`src/rtl/spill_pkg.sv`:
```
package spill_pkg;
  // strobes from the sequencer to the pointer/collection datapath
  typedef struct packed {
    logic active;  // a transfer is in progress
    logic fill;    // direction of the transfer in progress
    logic step;    // the current memory access completes this cycle
  } ctlStrobe_t;
endpackage

```
`src/rtl/spill_ctrl.sv`:
```
module spill_ctrl
  import spill_pkg::*;
#(
  parameter int IDX_W = 7,
  parameter int CNT_W = 7
) (
  input  logic             clk,
  input  logic             rst_n,
  input  logic             reqValid,
  input  logic             reqFill,
  input  logic [IDX_W-1:0] reqBase,
  input  logic [CNT_W-1:0] reqCount,
  input  logic             memAck,
  input  logic             collSlot,
  output ctlStrobe_t       strobe,
  output logic             busy,
  output logic             memReq,
  output logic             memWe,
  output logic [IDX_W-1:0] rfRdIdx,
  output logic             rfWrEn,
  output logic [IDX_W-1:0] rfWrIdx
);
  logic             busyQ;
  logic             fillQ;
  logic [CNT_W-1:0] remainQ;
  logic [IDX_W-1:0] regIdxQ;
  logic [IDX_W-1:0] lastIdx;
  logic             accept;
  logic             countStep;

  assign lastIdx   = reqBase + IDX_W'(reqCount) - IDX_W'(1);
  assign accept    = !busyQ && reqValid && (reqCount != '0);
  assign countStep = busyQ && memAck && !collSlot;

  always_ff @(posedge clk) begin
    if (!rst_n) begin
      busyQ   <= 1'b0;
      fillQ   <= 1'b0;
      remainQ <= '0;
      regIdxQ <= '0;
    end else if (accept) begin
      busyQ   <= 1'b1;
      fillQ   <= reqFill;
      remainQ <= reqCount;
      regIdxQ <= reqFill ? lastIdx : reqBase;
    end else if (countStep) begin
      remainQ <= remainQ - CNT_W'(1);
      regIdxQ <= fillQ ? regIdxQ - IDX_W'(1) : regIdxQ + IDX_W'(1);
      if (remainQ == CNT_W'(1)) busyQ <= 1'b0;
    end
  end

  assign strobe.active = busyQ;
  assign strobe.fill   = fillQ;
  assign strobe.step   = busyQ && memAck;

  assign busy    = busyQ;
  assign memReq  = busyQ;
  assign memWe   = busyQ && !fillQ;
  assign rfRdIdx = regIdxQ;
  assign rfWrIdx = regIdxQ;
  assign rfWrEn  = countStep && fillQ;
endmodule

```
`src/rtl/spill_dpath.sv`:
```
module spill_dpath
  import spill_pkg::*;
#(
  parameter int              ADDR_W    = 32,
  parameter int              DATA_W    = 64,
  parameter logic [ADDR_W-1:0] PTR_RESET = '0
) (
  input  logic              clk,
  input  logic              rst_n,
  input  ctlStrobe_t        strobe,
  input  logic              ptrLoad,
  input  logic [ADDR_W-1:0] ptrLoadVal,
  input  logic [DATA_W-1:0] rfRdData,
  input  logic              rfRdNat,
  input  logic [DATA_W-1:0] memRdata,
  output logic [ADDR_W-1:0] memAddr,
  output logic [DATA_W-1:0] memWdata,
  output logic              collSlot,
  output logic [DATA_W-1:0] rfWrData,
  output logic              rfWrNat,
  output logic [ADDR_W-1:0] storePtr,
  output logic [DATA_W-1:0] natColl
);
  localparam int BYTE_SH = $clog2(DATA_W / 8);
  localparam int SLOT_W  = $clog2(DATA_W);
  localparam int SLOT_HI = BYTE_SH + SLOT_W - 1;
  localparam logic [ADDR_W-1:0] STEP = ADDR_W'(DATA_W / 8);

  logic [ADDR_W-1:0] ptrQ;
  logic [DATA_W-1:0] collQ;
  logic [ADDR_W-1:0] accAddr;
  logic [SLOT_W-1:0] slotIdx;

  // a fill reads the word just below the pointer, a spill writes at it
  assign accAddr  = strobe.fill ? ptrQ - STEP : ptrQ;
  assign slotIdx  = accAddr[SLOT_HI:BYTE_SH];
  assign collSlot = &slotIdx;

  assign memAddr  = accAddr;
  assign memWdata = collSlot ? {1'b0, collQ[DATA_W-2:0]} : rfRdData;
  assign rfWrData = memRdata;
  assign rfWrNat  = collQ[slotIdx];
  assign storePtr = ptrQ;
  assign natColl  = collQ;

  always_ff @(posedge clk) begin
    if (!rst_n) begin
      ptrQ  <= PTR_RESET;
      collQ <= '0;
    end else if (!strobe.active) begin
      if (ptrLoad) ptrQ <= {ptrLoadVal[ADDR_W-1:BYTE_SH], BYTE_SH'(0)};
    end else if (strobe.step) begin
      if (strobe.fill) begin
        ptrQ <= ptrQ - STEP;
        if (collSlot) collQ <= memRdata;
      end else begin
        ptrQ <= ptrQ + STEP;
        if (collSlot) collQ <= '0;
        else          collQ[slotIdx] <= rfRdNat;
      end
    end
  end
endmodule

```
`src/rtl/spill_engine.sv`:
```
module spill_engine
  import spill_pkg::*;
#(
  parameter int              ADDR_W    = 32,
  parameter int              DATA_W    = 64,
  parameter int              NREG      = 96,
  parameter logic [ADDR_W-1:0] PTR_RESET = '0,
  localparam int             IDX_W     = $clog2(NREG),
  localparam int             CNT_W     = $clog2(NREG + 1)
) (
  input  logic              clk,
  input  logic              rst_n,
  input  logic              reqValid,
  input  logic              reqFill,
  input  logic [IDX_W-1:0]  reqBase,
  input  logic [CNT_W-1:0]  reqCount,
  input  logic              ptrLoad,
  input  logic [ADDR_W-1:0] ptrLoadVal,
  output logic              busy,
  output logic [IDX_W-1:0]  rfRdIdx,
  input  logic [DATA_W-1:0] rfRdData,
  input  logic              rfRdNat,
  output logic              rfWrEn,
  output logic [IDX_W-1:0]  rfWrIdx,
  output logic [DATA_W-1:0] rfWrData,
  output logic              rfWrNat,
  output logic              memReq,
  output logic              memWe,
  output logic [ADDR_W-1:0] memAddr,
  output logic [DATA_W-1:0] memWdata,
  input  logic              memAck,
  input  logic [DATA_W-1:0] memRdata,
  output logic [ADDR_W-1:0] storePtr,
  output logic [DATA_W-1:0] natColl
);
  ctlStrobe_t strobe;
  logic       collSlot;

  spill_ctrl #(.IDX_W(IDX_W), .CNT_W(CNT_W)) u_ctrl (
    .clk(clk), .rst_n(rst_n), .reqValid(reqValid), .reqFill(reqFill),
    .reqBase(reqBase), .reqCount(reqCount), .memAck(memAck),
    .collSlot(collSlot), .strobe(strobe), .busy(busy), .memReq(memReq),
    .memWe(memWe), .rfRdIdx(rfRdIdx), .rfWrEn(rfWrEn), .rfWrIdx(rfWrIdx)
  );

  spill_dpath #(.ADDR_W(ADDR_W), .DATA_W(DATA_W), .PTR_RESET(PTR_RESET)) u_dpath (
    .clk(clk), .rst_n(rst_n), .strobe(strobe), .ptrLoad(ptrLoad),
    .ptrLoadVal(ptrLoadVal), .rfRdData(rfRdData), .rfRdNat(rfRdNat),
    .memRdata(memRdata), .memAddr(memAddr), .memWdata(memWdata),
    .collSlot(collSlot), .rfWrData(rfWrData), .rfWrNat(rfWrNat),
    .storePtr(storePtr), .natColl(natColl)
  );
endmodule

```
`config.mk`:
```
export PLATFORM = sky130hd
export DESIGN_NAME = spill_engine
export DESIGN_NICKNAME = d
export VERILOG_FILES = /design/src/rtl/spill_pkg.sv /design/src/rtl/spill_ctrl.sv /design/src/rtl/spill_dpath.sv /design/src/rtl/spill_engine.sv
export SDC_FILE = /design/constraint.sdc
export NUM_CORES = 1
export LEC_CHECK = 0
export BUFFER_PORTS_ARGS = -buffer_cell sky130_fd_sc_hd__buf_2
export CAP_MARGIN = 10
export CORE_AREA = 2 2 176 178
export CTS_CLUSTER_DIAMETER = 60
export CTS_CLUSTER_SIZE = 8
export DETAILED_ROUTE_END_ITERATION = 7
export DIE_AREA = 0 0 178 180
export PLACE_DENSITY = 0.65
export SLEW_MARGIN = 0
export SYNTH_ARGS = -nofsm -noshare
export SYNTH_HDL_FRONTEND = slang
export SYNTH_SLANG_ARGS = --single-unit
```
`constraint.sdc`:
```
create_clock -name clk -period 6.2 [get_ports clk]
set_input_delay 0.62 -clock clk [delete_from_list [all_inputs] [get_ports clk]]
set_output_delay 0.62 -clock clk [all_outputs]
set_load 0.01 [all_outputs]
```
# Word level (Yosys, flattened, before mapping)
# Index checks and enable logic that the tools add are counted.
dict set report word_totals {
  wordCells 59
  register_bits 112
  out_inout_bits 275
}
dict set report op_classes {
  magnitude_cmp 2
  eq_ne 3
  addsub 7
  mux 23
  reduce_logical 18
}
# op n
set op_table {}
lappend op_table {{$mux 64} 4}
lappend op_table {{$mux 32} 5}
lappend op_table {{$bwmux 64} 1}
lappend op_table {{$mux 7} 6}
lappend op_table {{$add 32x4->32 const B} 1}
lappend op_table {{$sub 32x4->32 const B} 1}
lappend op_table {{$sub 7x1->7 const B} 3}
lappend op_table {{$add 7x1->7 const B} 1}
lappend op_table {{$add 7x7->7} 1}
lappend op_table {{$eq 7x1->1 const B} 1}
lappend op_table {{$logic_and 1x1->1} 7}
lappend op_table {{$lt 6x7->1 const B} 1}
lappend op_table {{$reduce_bool 7->1} 1}
lappend op_table {{$bmux 1 s6} 1}
lappend op_table {{$demux 1 s6} 1}
lappend op_table {{$ge 6x1->1 const B} 1}
lappend op_table {{$reduce_and 6->1} 1}
lappend op_table {{$reduce_bool 2->1} 3}
lappend op_table {{$mux 1} 5}
lappend op_table {{$reduce_and 2->1} 2}
lappend op_table {{$logic_not 1->1} 3}
lappend op_table {{$reduce_and 3->1} 1}
lappend op_table {{$ne 2x1->1 const B} 1}
lappend op_table {{$ne 2x2->1 const B} 1}

# Logic depth before layout (Yosys ltp)
# Gate-level depths: netlist of run 1.
dict set report logic_depth {
  depth_word 9
  mapped_depth 16
  mapped_depth_nobuf 11
}

# By module
# From an unflattened synthesis of run 1, not the netlist that was laid out.
dict set report unflattened {
  hier_cells 1229
  hier_area_um2 9608.0
}
# mod area_per_inst_um2 cells_per_inst n_inst
set modules_own_cells {}
lappend modules_own_cells {spill_dpath 8070.2 1035 1}
lappend modules_own_cells {spill_ctrl 1537.7 194 1}

# Worst setup path after synthesis of run 1
# Ideal clock, no wire load.
dict set report synth_timing {
  kind {reg2out}
  start {register u_dpath.ptrQ[3], in the netlist u_dpath.storePtr[3]}
  end {output rfWrNat}
  path_buffers 6
  required_ns 5.580
  arrival_time_ns 3.592
  setup_slack_ns 1.988
  stages_incl_launch_ff 15
  cell_sequence {dfxtp_1 clkbuf_1 clkbuf_1 clkbuf_1 clkbuf_1 inv_1 ha_1 clkbuf_1 and4bb_2 xor2_1 or3_1 clkbuf_1 a31oi_1 a211oi_1 nand4_1}
}
dict set report synth_via {
  elab_chain_len 4
}
# item line_no
set synth_lines {}
lappend synth_lines {{start, declared} spill_dpath.sv:29} ;# logic [ADDR_W-1:0] ptrQ;
lappend synth_lines {{start signal, assigned} spill_dpath.sv:51} ;# if (ptrLoad) ptrQ <= {ptrLoadVal[ADDR_W-1:BYTE_SH], BYTE_SH'(0)};
lappend synth_lines {{start signal, assigned} spill_dpath.sv:54} ;# ptrQ <= ptrQ - STEP;
lappend synth_lines {{start signal, assigned} spill_dpath.sv:57} ;# ptrQ <= ptrQ + STEP;
lappend synth_lines {{$sub 32x4->32} spill_dpath.sv:35} ;# assign accAddr = strobe.fill ? ptrQ - STEP : ptrQ;
lappend synth_lines {{$mux 32} spill_dpath.sv:35}
lappend synth_lines {{via memAddr[7]} spill_engine.sv:29} ;# output logic [ADDR_W-1:0] memAddr,
lappend synth_lines {{$bmux 1 s6} spill_dpath.sv:42} ;# assign rfWrNat = collQ[slotIdx];
lappend synth_lines {{$mux 1 (not written as such)} spill_dpath.sv:42}
lappend synth_lines {{end, declared} spill_engine.sv:26} ;# output logic rfWrNat,
# The timed path passes the listed nets, and every way through them passes these cells. The select of a mux whose other input is x is not followed.

# Final worst setup path of run 1
dict set report layout_timing {
  start {register u_dpath.ptrQ[3], in the netlist u_dpath.storePtr[3]}
  end {output memWdata[25]}
}
dict set report layout_via {
  elab_chain_len 4
}
# item line_no
set layout_lines {}
lappend layout_lines {{$sub 32x4->32} spill_dpath.sv:35}
lappend layout_lines {{$mux 32 *} spill_dpath.sv:35}
lappend layout_lines {{$reduce_and 6->1 *} spill_dpath.sv:37} ;# assign collSlot = &slotIdx;
lappend layout_lines {{$mux 64 *} spill_dpath.sv:40} ;# assign memWdata = collSlot ? {1'b0, collQ[DATA_W-2:0]} : rfRdData;
lappend layout_lines {{end, declared} spill_engine.sv:30} ;# output logic [DATA_W-1:0] memWdata,
# Every way passes the cells marked *; elsewhere a longest branch is shown, timed or not.

==> results of run 1 <==
[routing by layer]
layer | global-route usage (%) | wire (um) | up-vias
met5 | 0 | 13 | -
met3 | 4.72 | 4010 | 93
met2 | 46.3 | 22000 | 678
met4 | 8.39 | 1350 | 2
li1 | - | - | 5494
met1 | 35.9 | 18700 | 5705
[through the flow]
step,total power [mW],util (%),setup slack [ns]
after floorplan,1.29,-,1.99
after global routing,2.28,41.9,1.17
after CTS,2.19,41.9,1.44
after detailed placement,1.56,40.9,1.84
after global placement,1.55,40.9,1.94
final,2.19,41.9,1.34
[synth_stat cells, types with 15 or more instances]
cell type | count | area, um2
a21oi_1 | 76 | 380
nor3b_1 | 18 | 135
o22ai_1 | 26 | 163
ha_1 | 20 | 250
xnor2_1 | 31 | 272
nor2_1 | 98 | 368
o311a_1 | 21 | 210
and3_1 | 22 | 138
a211oi_1 | 37 | 278
dfxtp_1 | 109 | 2180
buf_4 | 83 | 623
nor3_1 | 29 | 145
mux2_2 | 17 | 191
mux2_4 | 51 | 766
clkbuf_1 | 79 | 297
o21ai_0 | 78 | 390
a2bb2oi_1 | 23 | 201
xor2_1 | 29 | 254
nand4_1 | 25 | 156
nand2_1 | 82 | 308
a22oi_1 | 21 | 158
nor4_1 | 15 | 93.8
mux2i_1 | 21 | 210
o221ai_1 | 21 | 184
nand3_1 | 35 | 175
inv_1 | 42 | 158
[registers in the layout, indices dropped and copies added (netlist names)]
signal,count
u_ctrl.remainQ,7
u_ctrl.busy,1
u_dpath.storePtr,29
u_ctrl.rfRdIdx,7
u_dpath.natColl,64
u_ctrl.fillQ,1
[cell type report]
| cell class | instances | share of cell area [%] |
|---|---|---|
| clock inverters | 7 | 0.682 |
| well taps | 396 | 3.92 |
| clock buffers | 9 | 1.78 |
| multi-input cells | 996 | 56.1 |
| repair buffers | 464 | 18.9 |
| diodes | 1 | 0.0198 |
| inverters | 44 | 1.31 |
| flip-flops and latches | 109 | 17.3 |
[cells by family after synthesis]
logic type | Yosys count | share of synthesized area [%]
DFF | 109 | 20.7
xor gates and xnor gates | 60 | 4.98
AOI/OAI and AO/OA | 412 | 27.7
buffers and inverters | 241 | 12.4
other | 1 | 0.0355
and+or+nand+nor | 405 | 20.2
muxes | 91 | 11.3
adders and majority gates | 22 | 2.75
[worst max-delay path: stages (launching register included)]
cell	delay (ns)
dfxtp_2	0.99
inv_1	0.16
ha_1	0.48
nand3b_1	0.42
or3_1	0.19
a311o_2	0.71
buf_12	0.38
mux2_4	0.35
buf_2	0.14
[how the worst max path moves through the flow]
stage / cells after the start / slack, ns / endpoint
2_1_floorplan: 14 / 1.99 / rfWrNat
3_3_place_gp: 8 / 1.94 / memWdata[42]
3_5_place_dp: 8 / 1.84 / memWdata[25]
4_1_cts: 8 / 1.44 / memWdata[25]
5_1_grt: 8 / 1.17 / memWdata[25]
6_report: 8 / 1.34 / memWdata[25]
[power groups by stage]
| stage | registers (mW) | logic, mW | clock network [mW] |
|---|---|---|---|
| 2_1_floorplan | 0.786 | 0.500 | 0 |
| 3_3_place_gp | 0.832 | 0.715 | 0 |
| 3_5_place_dp | 0.834 | 0.725 | 0 |
| 4_1_cts | 0.818 | 0.727 | 0.643 |
| 5_1_grt | 0.829 | 0.789 | 0.667 |
| 6_report | 0.820 | 0.737 | 0.630 |
==> results.ini, run 1 <==
[cells_and_area]
fin_area_um2=12700
layout.nets=1827
layout_common_cells=446 x buf_2, 105 x dfxtp_1, 98 x nor2_1
area_growth_pct=19.9
multi_input_area_um2=7100
drive_gt1_share_pct=36.0
fillerInstances=3131
register_area_um2=2190
fin_cells=2026
final_common_cell=buf_2

[clock_network]
clk_pin_slew_worst_paths_ns=0.08
holdBufCountCts=0
cts_sinks=109
htreeDepth=3
cts_setup_buffers=0
clk_latency_ns=0.37
cts_max_path_buffers=2
clockRootBuffer=clkbuf_16
ctsResizeCount=0
cts_buffers=9
cts_tree=done

[grt]
grt_max_degree=63
antenna_found_initial=2
grt-ovfl-total=0
first_global_vias=11156
track_usage_pct=27.6
grt_pass1_wl_um=68600

[worst_setup_path]
cp.arrival_ns=4.24
endpoint_kind=output port
r2r_slack_ns=1.73
crit_type=reg2out
r2r_end=u_dpath.natColl[52]$_SDFFE_PN0P_
crit_path_start_kind=flop
reg2reg_depth=9
required_ns=5.58
r2r-start=u_dpath.storePtr[3]$_SDFFE_PN0P_
cp-startpoint=u_dpath.storePtr[3]$_SDFFE_PN0P_
cp_max_fo=57

[synthesis]
syn_inst=1341
ys_seq_area_share_pct=20.7
synthDistinctLibCells=87
asyncSetResetFlopFracSynth_pct=0
synth_ff_type=dfxtp_1
syn_area_per_cell_um2=7.87
synth_warnings=0
synth_edf_count=0
syn_area_um2=10600
synth_seq_cells=109

[placement]
dpl_cell_area_um2=12300
dp_cells=2009
place_congestion=0.938
dp_hpwl_um=34500
port_buffers=446

[timing]
drv_slew=0
holdWs_ns=0.523
period_needed_ns=4.86
fmax_mhz=206
setup_viol_count_final=0
period_share_pct=78.4
hold_violations=0
worst_slew_pin_slew_ns=1.18
rsz0062_at_grt=false
fin_setup_tns_ns=0
relSlewSlack_pct=21.1
skew_ns=0.0261

[die]
start_util_pct=35.0
coreArea_um2=30200
die_area_um2=32000
io_pins=456
num_rows=64
die_h_um=180
die_width_um=178

[worst_hold_path]
min_from=u_dpath.natColl[63]$_SDFFE_PN0P_
min_to=u_dpath.natColl[63]$_SDFFE_PN0P_
hold_path_class=reg2reg
hold_path_depth=2

[power_and_ir_drop]
pwr-share-clk_pct=28.8
peakVddDrop_mv=0.123
power.density_nw_per_um2=173
comb_power_share_pct=33.7
sw_frac_of_total_pct=39.8
p_sw_mw=0.871
internal_power_mw=1.32
p_seq_share_pct=37.5
p_leak_nw=5.75

[detailed_routing]
routed_wirelength_um=46100
route.detailed.drc=0
ant_nets=0
wl_per_cell_um=22.7
routed_via_density=5.91
drt_iter0_drc=1571
vias=11972
firstDrtPassIters=5

[outcome]
outcome=completed

[flow_run]
maxCapViolations=0

(Power assumes the default switching activity.)
==> inputs of run 2 (changes only) <==
clock period = 4.9 ns   (was 6.2 ns; I/O delays follow)
==> run 2 against run 1 <==
Clock skew down 0.0095 ns; largest power group unchanged; flip-flop and latch count did not move; via count grew 0.62%; sequential power is 24% higher; critical path depth up 2; global-route usage is 0.49 points higher; clock-buffer cell count unchanged; worst setup slack worse by 1.0 ns.
==> results.ini, run 2 (synthesized netlist as in run 1, its figures left out) <==
[die]
io_pins=456
die_width_um=178
start_util_pct=35.0
num_rows=64
die_area_um2=32000
coreArea_um2=30200
die_h_um=180

[detailed_routing]
wl_met2_um=22100
ant_nets=0
firstDrtPassIters=7
routed_wirelength_um=46900
route.detailed.drc=0
wl_met3_um=4180
wl_met1_um=18900
routed_via_density=5.92
vias=12046
top_layer=met5
wl_per_cell_um=23.0
drt_iter0_drc=1373

[power_and_ir_drop]
p_sw_mw=1.11
pwr-share-clk_pct=29.1
sw_frac_of_total_pct=40.0
p_seq_share_pct=36.7
p_leak_nw=5.77
power.density_nw_per_um2=219
total_power_mw=2.78
peakVddDrop_mv=0.178
comb_power_share_pct=34.2
internal_power_mw=1.67

[timing]
fin_setup_tns_ns=0
rsz0062_at_grt=false
drv_slew=0
period_needed_ns=4.56
finalWorstSetupSlack_ns=0.338
setup_viol_count_final=0
period_share_pct=93.1
worst_slew_pin_slew_ns=1.26
hold_violations=0
holdWs_ns=0.390
skew_ns=0.0166
relSlewSlack_pct=15.7
fmax_mhz=219

[grt]
grt-ovfl-total=0
first_global_vias=11306
grt_max_degree=73
antenna_found_initial=5
track_usage_pct=28.1
grt_pass1_wl_um=69500

[worst_hold_path]
hold_path_class=in2reg
hold_path_depth=3

[clock_network]
ctsResizeCount=0
cts_setup_buffers=0
cts_max_path_buffers=2
cts_tree=done
clk_latency_ns=0.38
cts_buffers=9
clk_pin_slew_worst_paths_ns=0.09
cts_sinks=109
holdBufCountCts=0
htreeDepth=3
clockRootBuffer=clkbuf_16

[worst_setup_path]
cp_max_fo=15
crit_path_start_kind=flop
path_depth=10
slowest_delay_ns=0.85
slowest_stage=xnor2_1
required_ns=4.41
cp.arrival_ns=4.07
crit_chain=inv_1 -> ha_1 -> xnor2_1 -> o21ai_1 -> buf_4 -> a2111oi_0 -> o2111ai_1 -> a211oi_1 -> nand4_1 -> buf_2
endpoint_kind=output port
worst-path-buf-inv=3
reg2reg_depth=10
crit_type=reg2out
cpLargestDelayFamily=compound AO/OA/AOI/OAI gates

[placement]
place_ws_ns=0.934
place_congestion=0.919
port_buffers=446
dp_hpwl_um=35500
dp_cells=2015

[cells_and_area]
fin_cells=2034
layout_common_cells=446 x buf_2, 105 x dfxtp_1, 98 x nor2_1
final_common_cell=buf_2
area_growth_pct=20.3
drive_gt1_share_pct=36.2
layout.nets=1833
largest_reg_flops=64

[flow_run]
maxCapViolations=0

[outcome]
outcome=completed

==> run 2: area by class of cell <==
cell class,count,area (um2)
Antenna cell,3,7.51
Clock buffer,9,225
Clock inverter,7,91.3
Fill cell,3186,17500
Inverter,44,165
Multi-Input combinational cell,996,7100
Sequential cell,109,2190
Tap cell,396,495
Timing Repair Buffer,470,2420
==> run 2: worst paths after layout <==
check                                         from                                to  slack [ns]
setup reg to reg  u_dpath.storePtr[4]$_SDFFE_PN0P_  u_dpath.natColl[33]$_SDFFE_PN0P_        0.97
setup / recovery  u_dpath.storePtr[3]$_SDFFE_PN0P_                           rfWrNat        0.34
hold reg to reg           u_ctrl.busy$_SDFFE_PN0P_  u_dpath.storePtr[6]$_SDFFE_PN0P_        0.49
hold / removal                         reqCount[1]    u_ctrl.remainQ[1]$_SDFFE_PN0P_        0.39
==> run 2: metal layers <==
metal | vias to the layer above | global-route usage [%]
met5 | - | 0
met4 | 4 | 10.8
met3 | 114 | 5.29
met2 | 726 | 46.4
met1 | 5694 | 35.9
li1 | 5508 | -
==> run 2: worst register-to-register path, delay by kind of cell, from the launching register on <==
family	cells	cell delay (ns)
AOI/OAI and AO/OA	3	0.75
and+or+nand+nor	3	1.36
buffers and inverters	3	0.82
adders and majority gates	1	0.58
DFF	1	0.32
==> run 2: through the flow <==
step,util [%],instance area [um2]
floorplan,-,10600
global placement,41.0,12400
detailed placement,41.0,12400
CTS,42.0,12700
global route,42.0,12700
finish,42.1,12700
==> run 2: power groups by stage <==
stage	clock network, mW	logic, mW	registers (mW)
2_1_floorplan	0	0.632	0.994
3_3_place_gp	0	0.927	1.04
3_5_place_dp	0	0.937	1.04
4_1_cts	0.817	0.939	1.02
5_1_grt	0.852	1.02	1.03
6_report	0.809	0.952	1.02
